File: src/rtl/strm_pkg.sv
package strm_pkg;
  localparam int BUS_BYTES = 4;
  localparam int BUS_W     = 8 * BUS_BYTES;

  typedef enum logic [2:0] {OP_STORE = 3'd0, OP_LOAD = 3'd1, OP_MOVE = 3'd2,
                            OP_CMP = 3'd3, OP_SCAN = 3'd4} op_e;
  typedef enum logic [1:0] {SZ_BYTE = 2'd0, SZ_WORD = 2'd1, SZ_DWORD = 2'd2,
                            SZ_RSVD = 2'd3} size_e;
  typedef enum logic [1:0] {RP_NONE = 2'd0, RP_ALL = 2'd1, RP_EQ = 2'd2,
                            RP_NE = 2'd3} rep_e;
  typedef enum logic [2:0] {ST_IDLE, ST_A, ST_B, ST_C, ST_FIN} st_e;

  function automatic logic [2:0] size_bytes(size_e s);
    case (s)
      SZ_BYTE: return 3'd1;
      SZ_WORD: return 3'd2;
      default: return 3'd4;
    endcase
  endfunction

  function automatic logic [BUS_W-1:0] elem_mask(size_e s);
    case (s)
      SZ_BYTE: return BUS_W'(32'h0000_00ff);
      SZ_WORD: return BUS_W'(32'h0000_ffff);
      default: return {BUS_W{1'b1}};
    endcase
  endfunction

  function automatic logic uses_src(op_e o);
    return (o == OP_LOAD) || (o == OP_MOVE) || (o == OP_CMP);
  endfunction

  function automatic logic uses_dst(op_e o);
    return o != OP_LOAD;
  endfunction

  function automatic logic sets_flag(op_e o);
    return (o == OP_CMP) || (o == OP_SCAN);
  endfunction
endpackage

File: src/rtl/strm_pack.sv
// Places an element on its byte lanes for a write.
module strm_pack
  import strm_pkg::*;
(
  input  logic [1:0]           lo_i,
  input  size_e                size_i,
  input  logic [BUS_W-1:0]     elem_i,
  output logic [BUS_BYTES-1:0] be_o,
  output logic [BUS_W-1:0]     data_o
);
  logic [2:0]       nb;
  logic [BUS_W-1:0] elem_m;

  assign nb     = size_bytes(size_i);
  assign elem_m = elem_i & elem_mask(size_i);
  assign data_o = elem_m << {lo_i, 3'b000};

  for (genvar g = 0; g < BUS_BYTES; g++) begin : g_be
    assign be_o[g] = (g >= int'(lo_i)) && (g < int'(lo_i) + int'(nb));
  end
endmodule

File: src/rtl/strm_unpack.sv
// Pulls an element off its byte lanes after a read.
module strm_unpack
  import strm_pkg::*;
(
  input  logic [1:0]       lo_i,
  input  size_e            size_i,
  input  logic [BUS_W-1:0] data_i,
  output logic [BUS_W-1:0] elem_o
);
  assign elem_o = (data_i >> {lo_i, 3'b000}) & elem_mask(size_i);
endmodule

File: src/rtl/strm_step.sv
module strm_step
  import strm_pkg::*;
#(
  parameter int AW = 16
) (
  input  logic [AW-1:0] ptr_i,
  input  size_e         size_i,
  input  logic          dir_i,
  input  logic          en_i,
  output logic [AW-1:0] ptr_o
);
  logic [AW-1:0] delta;
  assign delta = AW'(size_bytes(size_i));
  assign ptr_o = !en_i ? ptr_i : (dir_i ? ptr_i - delta : ptr_i + delta);
endmodule

File: src/rtl/strm_repeat.sv
// Count update and loop continuation after one iteration.
module strm_repeat
  import strm_pkg::*;
#(
  parameter int CW = 16
) (
  input  rep_e          rep_i,
  input  op_e           op_i,
  input  logic [CW-1:0] cnt_i,
  input  logic          zf_i,
  output logic [CW-1:0] cnt_o,
  output logic          cont_o
);
  logic cond;

  assign cnt_o = (rep_i == RP_NONE) ? cnt_i : cnt_i - CW'(1);

  always_comb begin
    cond = 1'b1;
    if (sets_flag(op_i)) begin
      if (rep_i == RP_EQ) cond = zf_i;
      else if (rep_i == RP_NE) cond = !zf_i;
    end
  end

  assign cont_o = (rep_i != RP_NONE) && (cnt_o != '0) && cond;
endmodule

File: src/rtl/strm_engine.sv
module strm_engine
  import strm_pkg::*;
#(
  parameter int AW = 16,
  parameter int CW = 16
) (
  input  logic                 clk_i,
  input  logic                 rst_ni,
  input  logic                 start_i,
  input  logic [2:0]           op_i,
  input  logic [1:0]           size_i,
  input  logic [1:0]           rep_i,
  input  logic                 dir_i,
  input  logic [AW-1:0]        src_i,
  input  logic [AW-1:0]        dst_i,
  input  logic [CW-1:0]        cnt_i,
  input  logic [BUS_W-1:0]     acc_i,
  input  logic                 zf_i,
  output logic                 busy_o,
  output logic                 done_o,
  output logic [AW-1:0]        src_o,
  output logic [AW-1:0]        dst_o,
  output logic [CW-1:0]        cnt_o,
  output logic [BUS_W-1:0]     acc_o,
  output logic                 zf_o,
  output logic                 mem_req_o,
  output logic                 mem_we_o,
  output logic [AW-1:0]        mem_addr_o,
  output logic [BUS_BYTES-1:0] mem_be_o,
  output logic [BUS_W-1:0]     mem_wdata_o,
  input  logic [BUS_W-1:0]     mem_rdata_i
);
  st_e              st_q;
  op_e              op_q;
  size_e            size_q;
  rep_e             rep_q;
  logic             dir_q, zf_q;
  logic [AW-1:0]    src_q, dst_q;
  logic [CW-1:0]    cnt_q;
  logic [BUS_W-1:0] acc_q, tmp_q;
  logic [1:0]       rd_lo_q;

  logic [BUS_W-1:0] rd_elem, wr_elem, acc_new;
  logic [AW-1:0]    src_nx, dst_nx;
  logic [CW-1:0]    cnt_nx;
  logic             zf_new, cont, iter_end;

  // Memory access sequencing per primitive
  always_comb begin
    mem_req_o  = 1'b0;
    mem_we_o   = 1'b0;
    mem_addr_o = dst_q;
    if (st_q == ST_A) begin
      mem_req_o  = 1'b1;
      mem_we_o   = (op_q == OP_STORE);
      mem_addr_o = uses_src(op_q) ? src_q : dst_q;
    end else if (st_q == ST_B && (op_q == OP_MOVE || op_q == OP_CMP)) begin
      mem_req_o = 1'b1;
      mem_we_o  = (op_q == OP_MOVE);
    end
  end

  assign wr_elem = (op_q == OP_MOVE) ? rd_elem : acc_q;

  strm_pack u_pack (
    .lo_i  (mem_addr_o[1:0]),
    .size_i(size_q),
    .elem_i(wr_elem),
    .be_o  (mem_be_o),
    .data_o(mem_wdata_o)
  );

  strm_unpack u_unpack (
    .lo_i  (rd_lo_q),
    .size_i(size_q),
    .data_i(mem_rdata_i),
    .elem_o(rd_elem)
  );

  assign iter_end = (st_q == ST_A && op_q == OP_STORE) ||
                    (st_q == ST_B && (op_q == OP_LOAD || op_q == OP_MOVE || op_q == OP_SCAN)) ||
                    (st_q == ST_C);

  always_comb begin
    zf_new  = zf_q;
    acc_new = acc_q;
    if (st_q == ST_C)
      zf_new = (tmp_q == rd_elem);
    else if (st_q == ST_B && op_q == OP_SCAN)
      zf_new = ((acc_q & elem_mask(size_q)) == rd_elem);
    if (st_q == ST_B && op_q == OP_LOAD)
      acc_new = (acc_q & ~elem_mask(size_q)) | rd_elem;
  end

  strm_step #(.AW(AW)) u_step_src (
    .ptr_i (src_q), .size_i(size_q), .dir_i(dir_q),
    .en_i  (uses_src(op_q)), .ptr_o(src_nx)
  );

  strm_step #(.AW(AW)) u_step_dst (
    .ptr_i (dst_q), .size_i(size_q), .dir_i(dir_q),
    .en_i  (uses_dst(op_q)), .ptr_o(dst_nx)
  );

  strm_repeat #(.CW(CW)) u_repeat (
    .rep_i (rep_q), .op_i(op_q), .cnt_i(cnt_q),
    .zf_i  (zf_new), .cnt_o(cnt_nx), .cont_o(cont)
  );

  always_ff @(posedge clk_i or negedge rst_ni) begin
    if (!rst_ni) begin
      st_q    <= ST_IDLE;
      op_q    <= OP_STORE;
      size_q  <= SZ_BYTE;
      rep_q   <= RP_NONE;
      dir_q   <= 1'b0;
      zf_q    <= 1'b0;
      src_q   <= '0;
      dst_q   <= '0;
      cnt_q   <= '0;
      acc_q   <= '0;
      tmp_q   <= '0;
      rd_lo_q <= '0;
    end else begin
      if (mem_req_o && !mem_we_o) rd_lo_q <= mem_addr_o[1:0];
      case (st_q)
        ST_IDLE: if (start_i) begin
          op_q   <= op_e'(op_i);
          size_q <= size_e'(size_i);
          rep_q  <= rep_e'(rep_i);
          dir_q  <= dir_i;
          src_q  <= src_i;
          dst_q  <= dst_i;
          cnt_q  <= cnt_i;
          acc_q  <= acc_i;
          zf_q   <= zf_i;
          st_q   <= (rep_i != 2'd0 && cnt_i == '0) ? ST_FIN : ST_A;
        end
        ST_A: if (!iter_end) st_q <= ST_B;
        ST_B: if (op_q == OP_CMP) begin
          tmp_q <= rd_elem;
          st_q  <= ST_C;
        end
        ST_C: ;
        default: st_q <= ST_IDLE;
      endcase
      if (iter_end) begin
        src_q <= src_nx;
        dst_q <= dst_nx;
        cnt_q <= cnt_nx;
        acc_q <= acc_new;
        zf_q  <= zf_new;
        st_q  <= cont ? ST_A : ST_FIN;
      end
    end
  end

  assign busy_o = (st_q != ST_IDLE);
  assign done_o = (st_q == ST_FIN);
  assign src_o  = src_q;
  assign dst_o  = dst_q;
  assign cnt_o  = cnt_q;
  assign acc_o  = acc_q;
  assign zf_o   = zf_q;

  p_done_then_idle_r1: assert property (@(posedge clk_i) disable iff (!rst_ni)
    done_o |=> !busy_o && !done_o);

  p_write_lanes_r2: assert property (@(posedge clk_i) disable iff (!rst_ni)
    mem_req_o && mem_we_o |-> $countones(mem_be_o) == int'(size_bytes(size_q)));

  p_once_keeps_count_r8: assert property (@(posedge clk_i) disable iff (!rst_ni)
    busy_o && rep_q == RP_NONE |=> $stable(cnt_q));

  p_count_never_rises_r9: assert property (@(posedge clk_i) disable iff (!rst_ni)
    busy_o |=> cnt_q <= $past(cnt_q));

  p_zero_count_no_access_r12: assert property (@(posedge clk_i) disable iff (!rst_ni)
    start_i && !busy_o && rep_i != 2'd0 && cnt_i == '0 |=> done_o && !mem_req_o);

  p_flag_kept_r13: assert property (@(posedge clk_i) disable iff (!rst_ni)
    busy_o && !sets_flag(op_q) |=> $stable(zf_q));

  p_start_ignored_r14: assert property (@(posedge clk_i) disable iff (!rst_ni)
    busy_o && start_i |=> $stable(op_q) && $stable(rep_q) && $stable(size_q));
endmodule

File: config.mk
export PLATFORM = sky130hd
export DESIGN_NAME = strm_engine
export DESIGN_NICKNAME = d
export VERILOG_FILES = /design/src/rtl/strm_pkg.sv /design/src/rtl/strm_pack.sv /design/src/rtl/strm_unpack.sv /design/src/rtl/strm_step.sv /design/src/rtl/strm_repeat.sv /design/src/rtl/strm_engine.sv
export SDC_FILE = /design/constraint.sdc
export NUM_CORES = 1
export LEC_CHECK = 0
export BUFFER_PORTS_ARGS = -buffer_cell sky130_fd_sc_hd__buf_2
export CAP_MARGIN = 5
export CORE_MARGIN = 4
export CORE_UTILIZATION = 40
export CTS_BUF_LIST = sky130_fd_sc_hd__clkbuf_16
export DETAILED_ROUTE_END_ITERATION = 8
export SETUP_SLACK_MARGIN = 0.02
export SYNTH_ARGS = -nofsm -noshare
export SYNTH_HDL_FRONTEND = slang
export SYNTH_SLANG_ARGS = --single-unit
File: constraint.sdc
create_clock -name clk_i -period 4.7 [get_ports clk_i]
set_clock_uncertainty 0.1 [all_clocks]
set_input_delay 0.235 -clock clk_i [delete_from_list [all_inputs] [get_ports clk_i]]
set_output_delay 0.235 -clock clk_i [all_outputs]
set_load 0.01 [all_outputs]
# Word level (Yosys, flattened, before mapping)
# Cells that the tools add are included.
op_classes:
  mux: 44
  shifts: 2
  n_addsub: 6
  bitwise: 6
  magnitude_cmp: 7
  n_reduce_logical: 39
  n_eq_ne: 20
ops:
  columns: ["cell", "n"]
  rows:
  - ["$mux 16", 16]
  - ["$mux 32", 8]
  - ["$and 32x32->32", 4]
  - ["$eq 32x32->1", 2]
  - ["$lt 3x32->1 const A", 2]
  - ["$pmux 32 s2", 1]
  - ["$add 16x3->16", 2]
  - ["$lt 1x32->1 const A", 1]
  - ["$lt 2x32->1 const A", 1]
  - ["$not 32->32", 1]
  - ["$or 32x32->32", 1]
  - ["$shl 32x5->32", 1]
  - ["$shr 32x5->32", 1]
  - ["$sub 16x3->16", 2]
  - ["$logic_not 16->1", 1]
  - ["$reduce_bool 16->1", 1]
  - ["$sub 16x1->16 const B", 1]
  - ["$mux 3", 5]
  - ["$eq 3x2->1 const B", 4]
  - ["$logic_and 1x1->1", 12]
  - ["$mux 1", 12]
  - ["$pmux 3 s4", 1]
  - ["$reduce_and 3->1", 4]
  - ["$reduce_bool 2->1", 4]
  - ["other kinds (18)", 36]
word_totals:
  output_inout_bits: 137
  wordCells: 136
  in_bits: 124
  ff_bits: 126

# Logic depth before layout (Yosys ltp)
# Gate-level depths: netlist of the first run.
logic_depth:
  word_depth: 15
  ltp_mapped: 16
  mapped_depth_nobuf: 14

# Cells and area by module
# From an unflattened synthesis of the first run, not the netlist that was laid out.
unflattened:
  hier_cells: 1241
  hier_area_um2: 11247.0
by_module_without_submodules:
  columns: ["mod", "cells_per_inst", "seq_area_each_um2", "instances", "area_each_um2"]
  rows:
  - ["strm_engine", 695, 3153.0, 1, 7121.8]
  - ["strm_step (u_step_dst)", 144, 0.0, 1, 1113.6]
  - ["strm_step (u_step_src)", 145, 0.0, 1, 1096.1]
  - ["strm_pack", 91, 0.0, 1, 665.6]
  - ["strm_unpack", 75, 0.0, 1, 650.6]
  - ["strm_repeat", 91, 0.0, 1, 599.3]

# Least setup slack after synthesis of the first run
# No wires, ideal clock.
synth_timing:
  path_type: "register to register"
  start: "reg size_q[0]"
  end: "reg dst_q[14] (netlist: dst_o[14])"
  n_path_buf: 3
  synth_period_minus_slack_ns: 4.156
  setup_ns: 0.083
  arrival_ns: 3.973
  stages_incl_launch_ff: 17
  path_slack_ns: 0.544
  required_ns: 4.517
  cell_sequence: "dfrtp_1 or2_2 clkbuf_1 ha_1 clkbuf_1 clkbuf_1 xnor2_1 ha_1 a21o_1 a21o_1 a2111oi_0 o31ai_1 o41a_1 a31oi_1 xnor2_1 mux2i_1 o21ai_0"
synth_via:
  elab_chain_cells: 6
  word_cells_on_any_way: 8
  classes_between: "add/sub (2); eq/ne (1); mux (4); reduce/logical (1)"
synth_rtl:
  columns: ["element", "line", "text"]
  rows:
  - ["from (decl)", "strm_engine.sv:35", "size_e size_q;"]
  - ["from (signal assigned)", "strm_engine.sv:129", "size_q <= size_e'(size_i);"]
  - ["$eq 2x1->1 / $logic_not 2->1 (equally long branches)", "strm_pkg.sv:14", "case (s)"]
  - ["$pmux 3 s2 (*)", "strm_pkg.sv:14", null]
  - ["$add 16x3->16 / $sub 16x3->16 (equally long branches)", "strm_step.sv:14", "assign ptr_o = !en_i ? ptr_i : (dir_i ? ptr_i - delta : ptr_i + delta);"]
  - ["$mux 16 (*) (2 in a row)", "strm_step.sv:14", null]
  - ["$mux 16 (*)", "strm_engine.sv:147", "if (iter_end) begin"]
  - ["to (signal assigned)", "strm_engine.sv:133", "dst_q <= dst_i;"]
  - ["to (signal assigned)", "strm_engine.sv:149", "dst_q <= dst_nx;"]
  - ["to (decl)", "strm_engine.sv:38", "logic [AW-1:0] src_q, dst_q;"]
# Mark *: on every way between the ends. The rest lies on a longest branch, timed or not. The select of a mux whose other input is x is not followed.
# A chain may end at the register's enable or synchronous reset.

# Final worst setup path of the first run
# Same ends and word-level chain as after synthesis.

==> results.sh, run 1 <==
export IMPL_status="completed"
export IMPL_worst_path_buf_inv=0
export IMPL_synth_distinct_cells=72
export IMPL_setup_ws_ns=0.511
export IMPL_fp_dieW_um=166
export IMPL_synthesis_area_um2=9950
export IMPL_dieArea_um2=27500
export IMPL_max_slew_margin_pct=16.9
export IMPL_cp_num_cells=13
export IMPL_r2r_slack_ns=0.51
export IMPL_place_ws_ns=0.580
export IMPL_syn_inst=1256
export IMPL_endpoint="dst_o[14]"
export IMPL_worst_r2r_cell_count=13
export IMPL_ys_seq_area_share_pct=31.7
export IMPL_cts_made_buffers=17
export IMPL_ys_ff_latch=126
export IMPL_finalNonFillerCells=1868
export IMPL_synth_async_reset_ratio_pct=100
export IMPL_synth_mux_area_share_pct=7.68
export IMPL_powerDensity_nw_per_um2=900
export IMPL_ios=261
export IMPL_grt_pass1_wl_mm=58.7
export IMPL_worstSkewPairLatency_ns=0.43
export IMPL_rsz0062_at_grt="false"
export IMPL_slowest_stage="a2111oi_0"
export IMPL_finalCritPeriodShare_pct=89.1
export IMPL_layout_nets=1694
export IMPL_clkTransAtPathRegs_ns=0.06
export IMPL_cts_sinks=126
export IMPL_synth_xor_area_share_pct=6.07
export IMPL_dpl_cell_area_um2=11500
export IMPL_grt_max_degree=67
export IMPL_viasPerCell=5.77
export IMPL_post_cts_buffers=0
export IMPL_setup_viol=0
export IMPL_final_common_cell="buf_2"
export IMPL_hp_class="primary input to flop"
export IMPL_synth_area_leaders="dfrtp_1, nand2_1, a21oi_1"
export IMPL_critical_path_max_fanout=13
export IMPL_cts_tree="built"
export IMPL_report_final_slew_viol_count=0
export IMPL_ant_nets=0
export IMPL_fmax_mhz=239
export IMPL_drcViolationCount=0
export IMPL_tns_ns=0
export IMPL_critPathKind="flop to flop"
export IMPL_cap_violations=0
export IMPL_synth_compound_area_share_pct=24.6
export IMPL_synth_edf_count=0
export IMPL_required_ns=4.86
export IMPL_peakVddDrop_uv=409
export IMPL_fp_dieH_um=166
export IMPL_synth_fa_ha_area_share_pct=5.00
export IMPL_worstSetupStartpoint="size_q[0]"
export IMPL_synthToLayoutAreaGrowth_pct=27.1
export IMPL_htreeDepth=4
export IMPL_dr_pass1_iters=6
export IMPL_r2r_end="dst_o[14]"
export IMPL_leakage_nw=5.72
export IMPL_cts_root_buf="clkbuf_16"
export IMPL_crit_chain="or2_2 > ha_1 > mux2i_1 > fa_1 > a21o_1 > a21o_1 > a2111oi_0 > o31ai_1 > o41a_1 > a31oi_1 > xnor2_1 > mux2i_1 > o21ai_0"
export IMPL_grt_pass1_vias=10100
export IMPL_drive_gt1_share_pct=23.5
export IMPL_yosys_area_top_type_share_pct=31.7
export IMPL_reg2reg_from="size_q[0]"
export IMPL_track_usage_pct=26.6
export IMPL_finalCriticalPeriod_ns=4.19
export IMPL_critPathMaxStageDelay_ns=0.67
export IMPL_syn_nets=1418
export IMPL_antenna_found_initial=1
export IMPL_overflow=0
export IMPL_core_area_um2=24400
export IMPL_wl_per_cell_um=20.3
export IMPL_antenna_cells=0
export IMPL_drt_iter0_drc=1067
export IMPL_crit_arrival_ns=4.35
export IMPL_dp_cells=1779
export IMPL_routed_wl_mm=37.9
export IMPL_initial_core_util_pct=40.8
export IMPL_final_cell_mix="buf_2, nand2_1, nor2_1, dfrtp_1, o21ai_0"
export IMPL_endpoint_kind="flop"
export IMPL_vias=10800
export IMPL_ctsLongestPathBuffers=2
export IMPL_dp_hpwl_mm=27.8
export IMPL_synth_top_area_cell="dfrtp_1"
export IMPL_synth_top_flop_cell="dfrtp_1"
export IMPL_syn_mean_instance_area_um2=7.92
export IMPL_num_rows=57
export IMPL_synth_top_family_by_area="compound AO/OA/AOI/OAI gates"
export IMPL_crit_family="compound AO/OA/AOI/OAI gates"
export IMPL_fillers=2398
export IMPL_worst_pin_slew_ns=1.25
export IMPL_gp_congestion=0.948
export IMPL_start_kind="flop"
export IMPL_yosysWarningCount=0
export IMPL_hold_viol=0
export IMPL_final_area_um2=12600
export IMPL_yosys_area_share_simple_pct=20.3
export IMPL_place_port_buffers=260
synthesized netlist by cell type (9+ instances only):
| library cell | count |
|---|---|
| a211oi_1 | 19 |
| xnor2_1 | 46 |
| a221o_1 | 9 |
| nor4_1 | 13 |
| a21oi_1 | 115 |
| buf_1 | 9 |
| mux2_2 | 30 |
| nand3_1 | 15 |
| ha_1 | 35 |
| clkbuf_1 | 70 |
| nor2_1 | 143 |
| inv_1 | 27 |
| dfrtp_1 | 126 |
| o22ai_1 | 20 |
| xor2_1 | 23 |
| nor3_1 | 24 |
| nand4_1 | 10 |
| o31ai_1 | 12 |
| a31oi_1 | 19 |
| mux2i_1 | 30 |
| nand2_1 | 163 |
| o21ai_0 | 114 |
| nand2b_1 | 16 |
| a21o_1 | 11 |
layout make-up:
type	count	area [µm²]	area share (%)
timing repair buffer	342	2060	16.3
sequential	126	3150	24.9
clock buffer	17	425	3.36
clock inverter	14	109	0.861
multi-input combinational	1015	6370	50.4
inverter	30	113	0.891
tap	324	405	3.21
through the flow:
step           util [%]  hold WS [ns]  power, mW
2_1_floorplan         -        -0.161       7.53
3_3_place_gp       47.3         0.185       9.92
3_5_place_dp       47.3         0.193       10.0
4_1_cts            51.8      0.000519       11.3
5_1_grt            51.8        0.0165       12.3
6_report           51.8       0.00144       11.4
repair_timing:
action,in CTS,in global routing
resized for setup,0,0
hold endpoints to repair,98,0
hold buffers,58,0
how the worst min path moves through the flow:
stage                   start         to  slack (ns)  cells after the start
finish              acc_i[20]       flop       0.001                      3
global route         src_i[0]   src_o[0]        0.02                      3
CTS                  src_i[0]   src_o[0]      0.0005                      3
detailed placement     rst_ni   tmp_q[4]        0.19                      1
global placement       rst_ni   tmp_q[4]        0.18                      1
floorplan              rst_ni  async pin       -0.16                      0
tightest hold or removal path, delay by kind of cell:
kind	cells	cell delay, ns
AOI/OAI and AO/OA	2	0.17
buffers and inverters	1	0.08
per-layer routing:
layer	routed length, µm	track usage, %	vias up
met2	17500	42.7	512
met3	2850	5.65	81
li1	-	-	5096
met1	16300	35.3	5082
met5	8	0	-
met4	1280	9.94	2
kinds of logic (layout without fill, tap and decap cells):
group                    count (synthesis)  after routing
AND/OR/NAND/NOR                        443            443
flip-flops                             126            126
buffers and inverters                  115            403
multiplexers                            67             67
AO/OA/AOI/OAI                          398            398
XOR/XNOR                                69             69
adder cells (fa/ha/maj)                 38             38
where the power goes:
| group | internal, mW | switching (mW) |
|---|---|---|
| Combinational | 3.08 | 4.68 |
| Sequential | 1.62 | 0.764 |
| Clock | 0.713 | 0.529 |
No activity file was read; power rests on OpenSTA's default activity.
==> run 2, diff against run 1 <==
Settings changed: CORE_UTILIZATION 40 to 55, PLACE_DENSITY set to 0.83.
==> run 2 against run 1 <==
  * Global-route usage is 8.4 points higher
  * Clock-buffer cell count is the same
  * Largest power group unchanged
  * Register-to-register slack lost 0.15 ns
  * First-iteration DRC count increased by 8.3%
  * Clock power up 12%
  * Combinational power about the same
  * Worst hold slack improved by 0.010 ns
  * Worst setup slack got worse by 0.15 ns
  * Maximum frequency is 3.5% lower
  * Critical path depth did not move
  * Critical path type unchanged
==> results.sh, run 2 (synthesis gave the netlist of run 1 again) <==
export IMPL_post_route_util_pct=71.6
export IMPL_cts_root_buf="clkbuf_16"
export IMPL_cts_tree="built"
export IMPL_layout_nets=1688
export IMPL_status="completed"
export IMPL_cts_sinks=126
export IMPL_dpl_cell_area_um2=11400
export IMPL_clkTransAtPathRegs_ns=0.06
export IMPL_fp_dieH_um=143
export IMPL_finalCritPeriodShare_pct=92.3
export IMPL_grt_pass1_wl_mm=56.8
export IMPL_gp_congestion=1.00
export IMPL_final_area_um2=12600
export IMPL_htreeDepth=4
export IMPL_overflow=0
export IMPL_vias=11200
export IMPL_rsz0062_at_grt="false"
export IMPL_ios=261
export IMPL_finalCriticalPeriod_ns=4.34
export IMPL_antenna_found_initial=0
export IMPL_fillers=1418
export IMPL_hp_class="primary input to flop"
export IMPL_start_kind="flop"
export IMPL_final_cell_mix="buf_2, nand2_1, nor2_1, dfrtp_1, o21ai_0"
export IMPL_dieArea_um2=20300
export IMPL_cap_violations=0
export IMPL_worstSkewPairLatency_ns=0.43
export IMPL_ctsResizeCount=0
export IMPL_cts_made_buffers=17
export IMPL_final_common_cell="buf_2"
export IMPL_setup_viol=0
export IMPL_viasPerCell=6.33
export IMPL_num_rows=48
export IMPL_routed_wl_mm=36.1
export IMPL_crit_arrival_ns=4.49
export IMPL_hold_viol=0
export IMPL_ant_nets=0
export IMPL_drcViolationCount=0
export IMPL_synthToLayoutAreaGrowth_pct=26.2
export IMPL_ctsLongestPathBuffers=2
export IMPL_powerDensity_nw_per_um2=923
export IMPL_drive_gt1_share_pct=23.8
export IMPL_grt_max_degree=81
export IMPL_core_area_um2=17500
export IMPL_initial_core_util_pct=56.7
export IMPL_endpoint_kind="flop"
export IMPL_required_ns=4.85
export IMPL_wl_per_cell_um=20.4
export IMPL_leakage_nw=5.73
export IMPL_grt_pass1_vias=10700
export IMPL_tns_ns=0
export IMPL_peakVddDrop_uv=536
export IMPL_fp_dieW_um=143
export IMPL_critical_path_max_fanout=13
export IMPL_max_slew_margin_pct=17.4
export IMPL_dp_hpwl_mm=25.9
export IMPL_track_usage_pct=35.0
export IMPL_dr_pass1_iters=7
export IMPL_place_port_buffers=260
export IMPL_drt_iter0_drc=1156
export IMPL_fmax_mhz=230
export IMPL_worst_pin_slew_ns=1.24
export IMPL_report_final_slew_viol_count=0
export IMPL_critPathKind="flop to flop"
## run 2: changes by cell type in the layout (fill, tap and decap cells not counted), sizes merged
cell and delta:
dlygate4sd3 -5, clkinvlp -3, bufinv +2, clkinv +2, buf -1, diode +1
## run 2: final cells by class
| cell class | count | area, µm² | share of cell area [%] |
|---|---|---|---|
| flip-flops and latches | 126 | 3150 | 25.1 |
| multi-input cells | 1015 | 6370 | 50.8 |
| clock inverters | 15 | 184 | 1.47 |
| inverters | 30 | 113 | 0.897 |
| clock buffers | 17 | 425 | 3.39 |
| repair buffers | 336 | 2020 | 16.1 |
| well taps | 225 | 282 | 2.24 |
| diodes | 1 | 2.50 | 0.0199 |
## run 2: stage by stage
stage	setup WS, ns	hold WS [ns]	cells	total power [mW]
3_5_place_dp	0.573	0.171	1679	9.93
2_1_floorplan	0.544	-0.161	1256	7.53
4_1_cts	0.451	0.000751	1764	11.4
6_report	0.360	0.0114	1765	11.6
5_1_grt	0.235	0.0213	1764	12.4
3_3_place_gp	0.706	0.165	1679	9.72
## run 2: final timing paths
path                       slack [ns]  cells after the start       from         to
hold / removal                   0.01                      3  acc_i[16]       flop
hold reg to reg                  0.40                      2  size_q[1]  size_q[1]
setup reg to reg                 0.36                     13  size_q[0]  dst_o[14]
min in group asynchronous        0.24                      2     rst_ni   tmp_q[2]
max in group asynchronous        3.20                      3     rst_ni   dst_o[3]
setup / recovery                 0.36                     13  size_q[0]  dst_o[14]
## run 2: where the power goes
group	internal [mW]	switching [mW]	total, mW
combinational	3.09	4.66	7.75
sequential	1.62	0.819	2.44
clock	0.841	0.549	1.39
## run 2: critical path, stage by stage (launching register included)
cell,delay [ns]
dfrtp_1,0.39
or2_2,0.43
ha_1,0.33
mux2i_1,0.18
fa_1,0.50
a21o_1,0.19
a21o_1,0.21
a2111oi_0,0.68
o31ai_1,0.23
o41a_1,0.39
a31oi_1,0.22
xnor2_1,0.09
mux2i_1,0.14
o21ai_0,0.09
## run 2: layer usage
metal,track usage [%],up-vias,wire [µm]
li1,-,5087,-
met1,45.0,5249,13800
met2,56.4,713,17100
met3,8.90,117,3910
met4,14.1,0,1330
met5,0,-,0
## run 2: repair_timing
action,4_1_cts,5_1_grt
hold buffers,53,0
hold endpoints to repair,93,0
buffers inserted,0,0
==> run 3, diff against run 2 <==
Settings changed: GPL_TIMING_DRIVEN set to 0.
==> run 3 against run 2 <==
  * The flow now finishes with violations (negative hold slack)
  * Maximum frequency decreased by 5.5%
  * Clock-buffer cell count unchanged
  * Worst hold slack got worse by 0.017 ns
  * Critical path depth increased by 3
  * Utilization increased by 0.17 points
  * Routed wire length increased by 15%
  * Critical path type unchanged
  * Critical endpoint unchanged
  * Highest routed layer unchanged
==> results.sh, run 3 (synthesis gave the netlist of run 1 again) <==
export IMPL_cts_root_buf="clkbuf_16"
export IMPL_endpoint_kind="flop"
export IMPL_critPathKind="flop to flop"
export IMPL_finalCriticalPeriod_ns=4.59
export IMPL_htreeDepth=4
export IMPL_place_ws_ns=-0.488
export IMPL_cap_violations=0
export IMPL_fp_dieW_um=143
export IMPL_initial_core_util_pct=56.7
export IMPL_report_final_slew_viol_count=0
export IMPL_crit_chain="or2_2 > inv_1 > clkbuf_1 > clkbuf_2 > ha_1 > inv_1 > fa_1 > a21o_1 > a21o_1 > a2111oi_4 > o31ai_1 > o41a_1 > a31oi_1 > xnor2_1 > mux2i_1 > o21ai_0"
export IMPL_rsz0062_at_grt="true"
export IMPL_fillers=1414
export IMPL_whs_path_depth=3
export IMPL_core_area_um2=17500
export IMPL_worst_pin_slew_ns=1.42
export IMPL_cts_tree="built"
export IMPL_final_cell_mix="buf_2, nand2_1, nor2_1, dfrtp_1, a21oi_1"
export IMPL_status="finished with violations"
export IMPL_peakVddDrop_uv=571
export IMPL_viasPerCell=6.49
export IMPL_antenna_found_initial=0
export IMPL_r2r_slack_ns=0.11
export IMPL_start_kind="flop"
export IMPL_gp_congestion=1.00
export IMPL_setup_ws_ns=0.109
export IMPL_fmax_mhz=218
export IMPL_drt_iter0_drc=1335
export IMPL_finalCritPeriodShare_pct=97.7
export IMPL_synthToLayoutAreaGrowth_pct=26.5
export IMPL_vias=11800
export IMPL_dp_hpwl_mm=30.7
export IMPL_overflow=0
export IMPL_hold_viol=1
export IMPL_crit_arrival_ns=4.84
export IMPL_required_ns=4.95
export IMPL_grt_max_degree=67
export IMPL_dieArea_um2=20300
export IMPL_worstSkewPairLatency_ns=0.43
export IMPL_drcViolationCount=0
export IMPL_critical_path_max_fanout=12
export IMPL_drive_gt1_share_pct=22.0
export IMPL_place_port_buffers=255
export IMPL_track_usage_pct=40.1
export IMPL_hp_class="primary input to flop"
export IMPL_p_total_mw=12.0
export IMPL_fp_dieH_um=143
export IMPL_routed_wl_mm=41.6
export IMPL_violations="negative hold slack"
export IMPL_ios=261
export IMPL_ant_nets=0
export IMPL_grt_pass1_wl_mm=63.1
export IMPL_final_common_cell="buf_2"
export IMPL_post_route_util_pct=71.8
export IMPL_dr_pass1_iters=6
export IMPL_slowest_stage="clkbuf_1"
export IMPL_wl_per_cell_um=22.9
export IMPL_clkTransAtPathRegs_ns=0.07
export IMPL_cts_made_buffers=17
export IMPL_cts_sinks=126
export IMPL_worst_r2r_cell_count=16
export IMPL_num_rows=48
export IMPL_powerDensity_nw_per_um2=955
export IMPL_grt_pass1_vias=11300
export IMPL_critPathMaxStageDelay_ns=0.45
export IMPL_leakage_nw=5.69
export IMPL_post_cts_buffers=0
export IMPL_max_slew_margin_pct=4.49
export IMPL_holdWs_ns=-0.00594
export IMPL_layout_nets=1736
export IMPL_setup_viol=0
export IMPL_ctsLongestPathBuffers=2
==> run 3: cell types whose count changed in the layout (fill, tap and decap cells not counted), sizes merged <==
cell         change
clkbuf          +70
buf             -13
dlygate4sd3      -9
clkinvlp         +3
bufinv           -2
clkinv           -1
==> run 3: cell type report <==
cell class,instances,area [µm²],share of cell area [%]
clock inverters,15,123,0.974
inverters,30,115,0.915
multi-input cells,1015,6370,50.7
flip-flops and latches,126,3150,25.1
diodes,1,2.50,0.0199
clock buffers,17,425,3.38
well taps,225,282,2.24
plain buffers,84,357,2.83
repair buffers,300,1750,13.9
==> run 3: where the power goes <==
part           total (mW)  leakage [nW]  internal (mW)  switching (mW)
Sequential           2.33          1.50           1.62           0.705
Combinational        8.42          3.93           3.14            5.28
Clock                1.27         0.254          0.722           0.552
==> run 3: per-layer routing <==
metal	GRT usage (%)	vias to the layer above	wire length, µm
li1	-	5185	-
met1	51.1	5585	15600
met2	63.4	840	18900
met3	9.41	161	4750
met4	21.6	0	2360
met5	0	-	0
==> run 3: repair_timing <==
item / in CTS / in global routing
resized for setup: 9 / 8
setup endpoints to repair: 10 / 4
endpoints found under the hold margin: 103 / 0
hold buffers: 44 / 0
==> run 3: worst max-delay path: cells and delay by family (launching register included) <==
family,cells,cell delay (ns)
flip-flops,1,0.39
buffers and inverters,4,1.00
multiplexers,1,0.09
AND/OR/NAND/NOR,1,0.35
adder cells (fa/ha/maj),2,0.67
AO/OA/AOI/OAI,7,1.77
XOR/XNOR,1,0.14
==> run 3: stage by stage <==
step,cell area [µm²],instances,hold WS (ns),TNS (ns)
after floorplan,9950,1256,-0.161,0
after global placement,11500,1736,0.334,-1.32
after detailed placement,11500,1737,0.153,-1.79
after CTS,12500,1812,0.000640,0
after global routing,12600,1812,0.00613,-0.0154
final,12600,1813,-0.00594,0
==> run 3: path summary, 6_finish.rpt <==
| check | startpoint | endpoint |
|---|---|---|
| max | size_q[0] | dst_o[14] |
| min | dst_i[14] | dst_o[14] |
| max reg2reg | size_q[0] | dst_o[14] |
| min reg2reg | tmp_q[22] | tmp_q[22] |
| max in group asynchronous | rst_ni | dst_o[3] |
| min in group asynchronous | rst_ni | acc_o[2] |
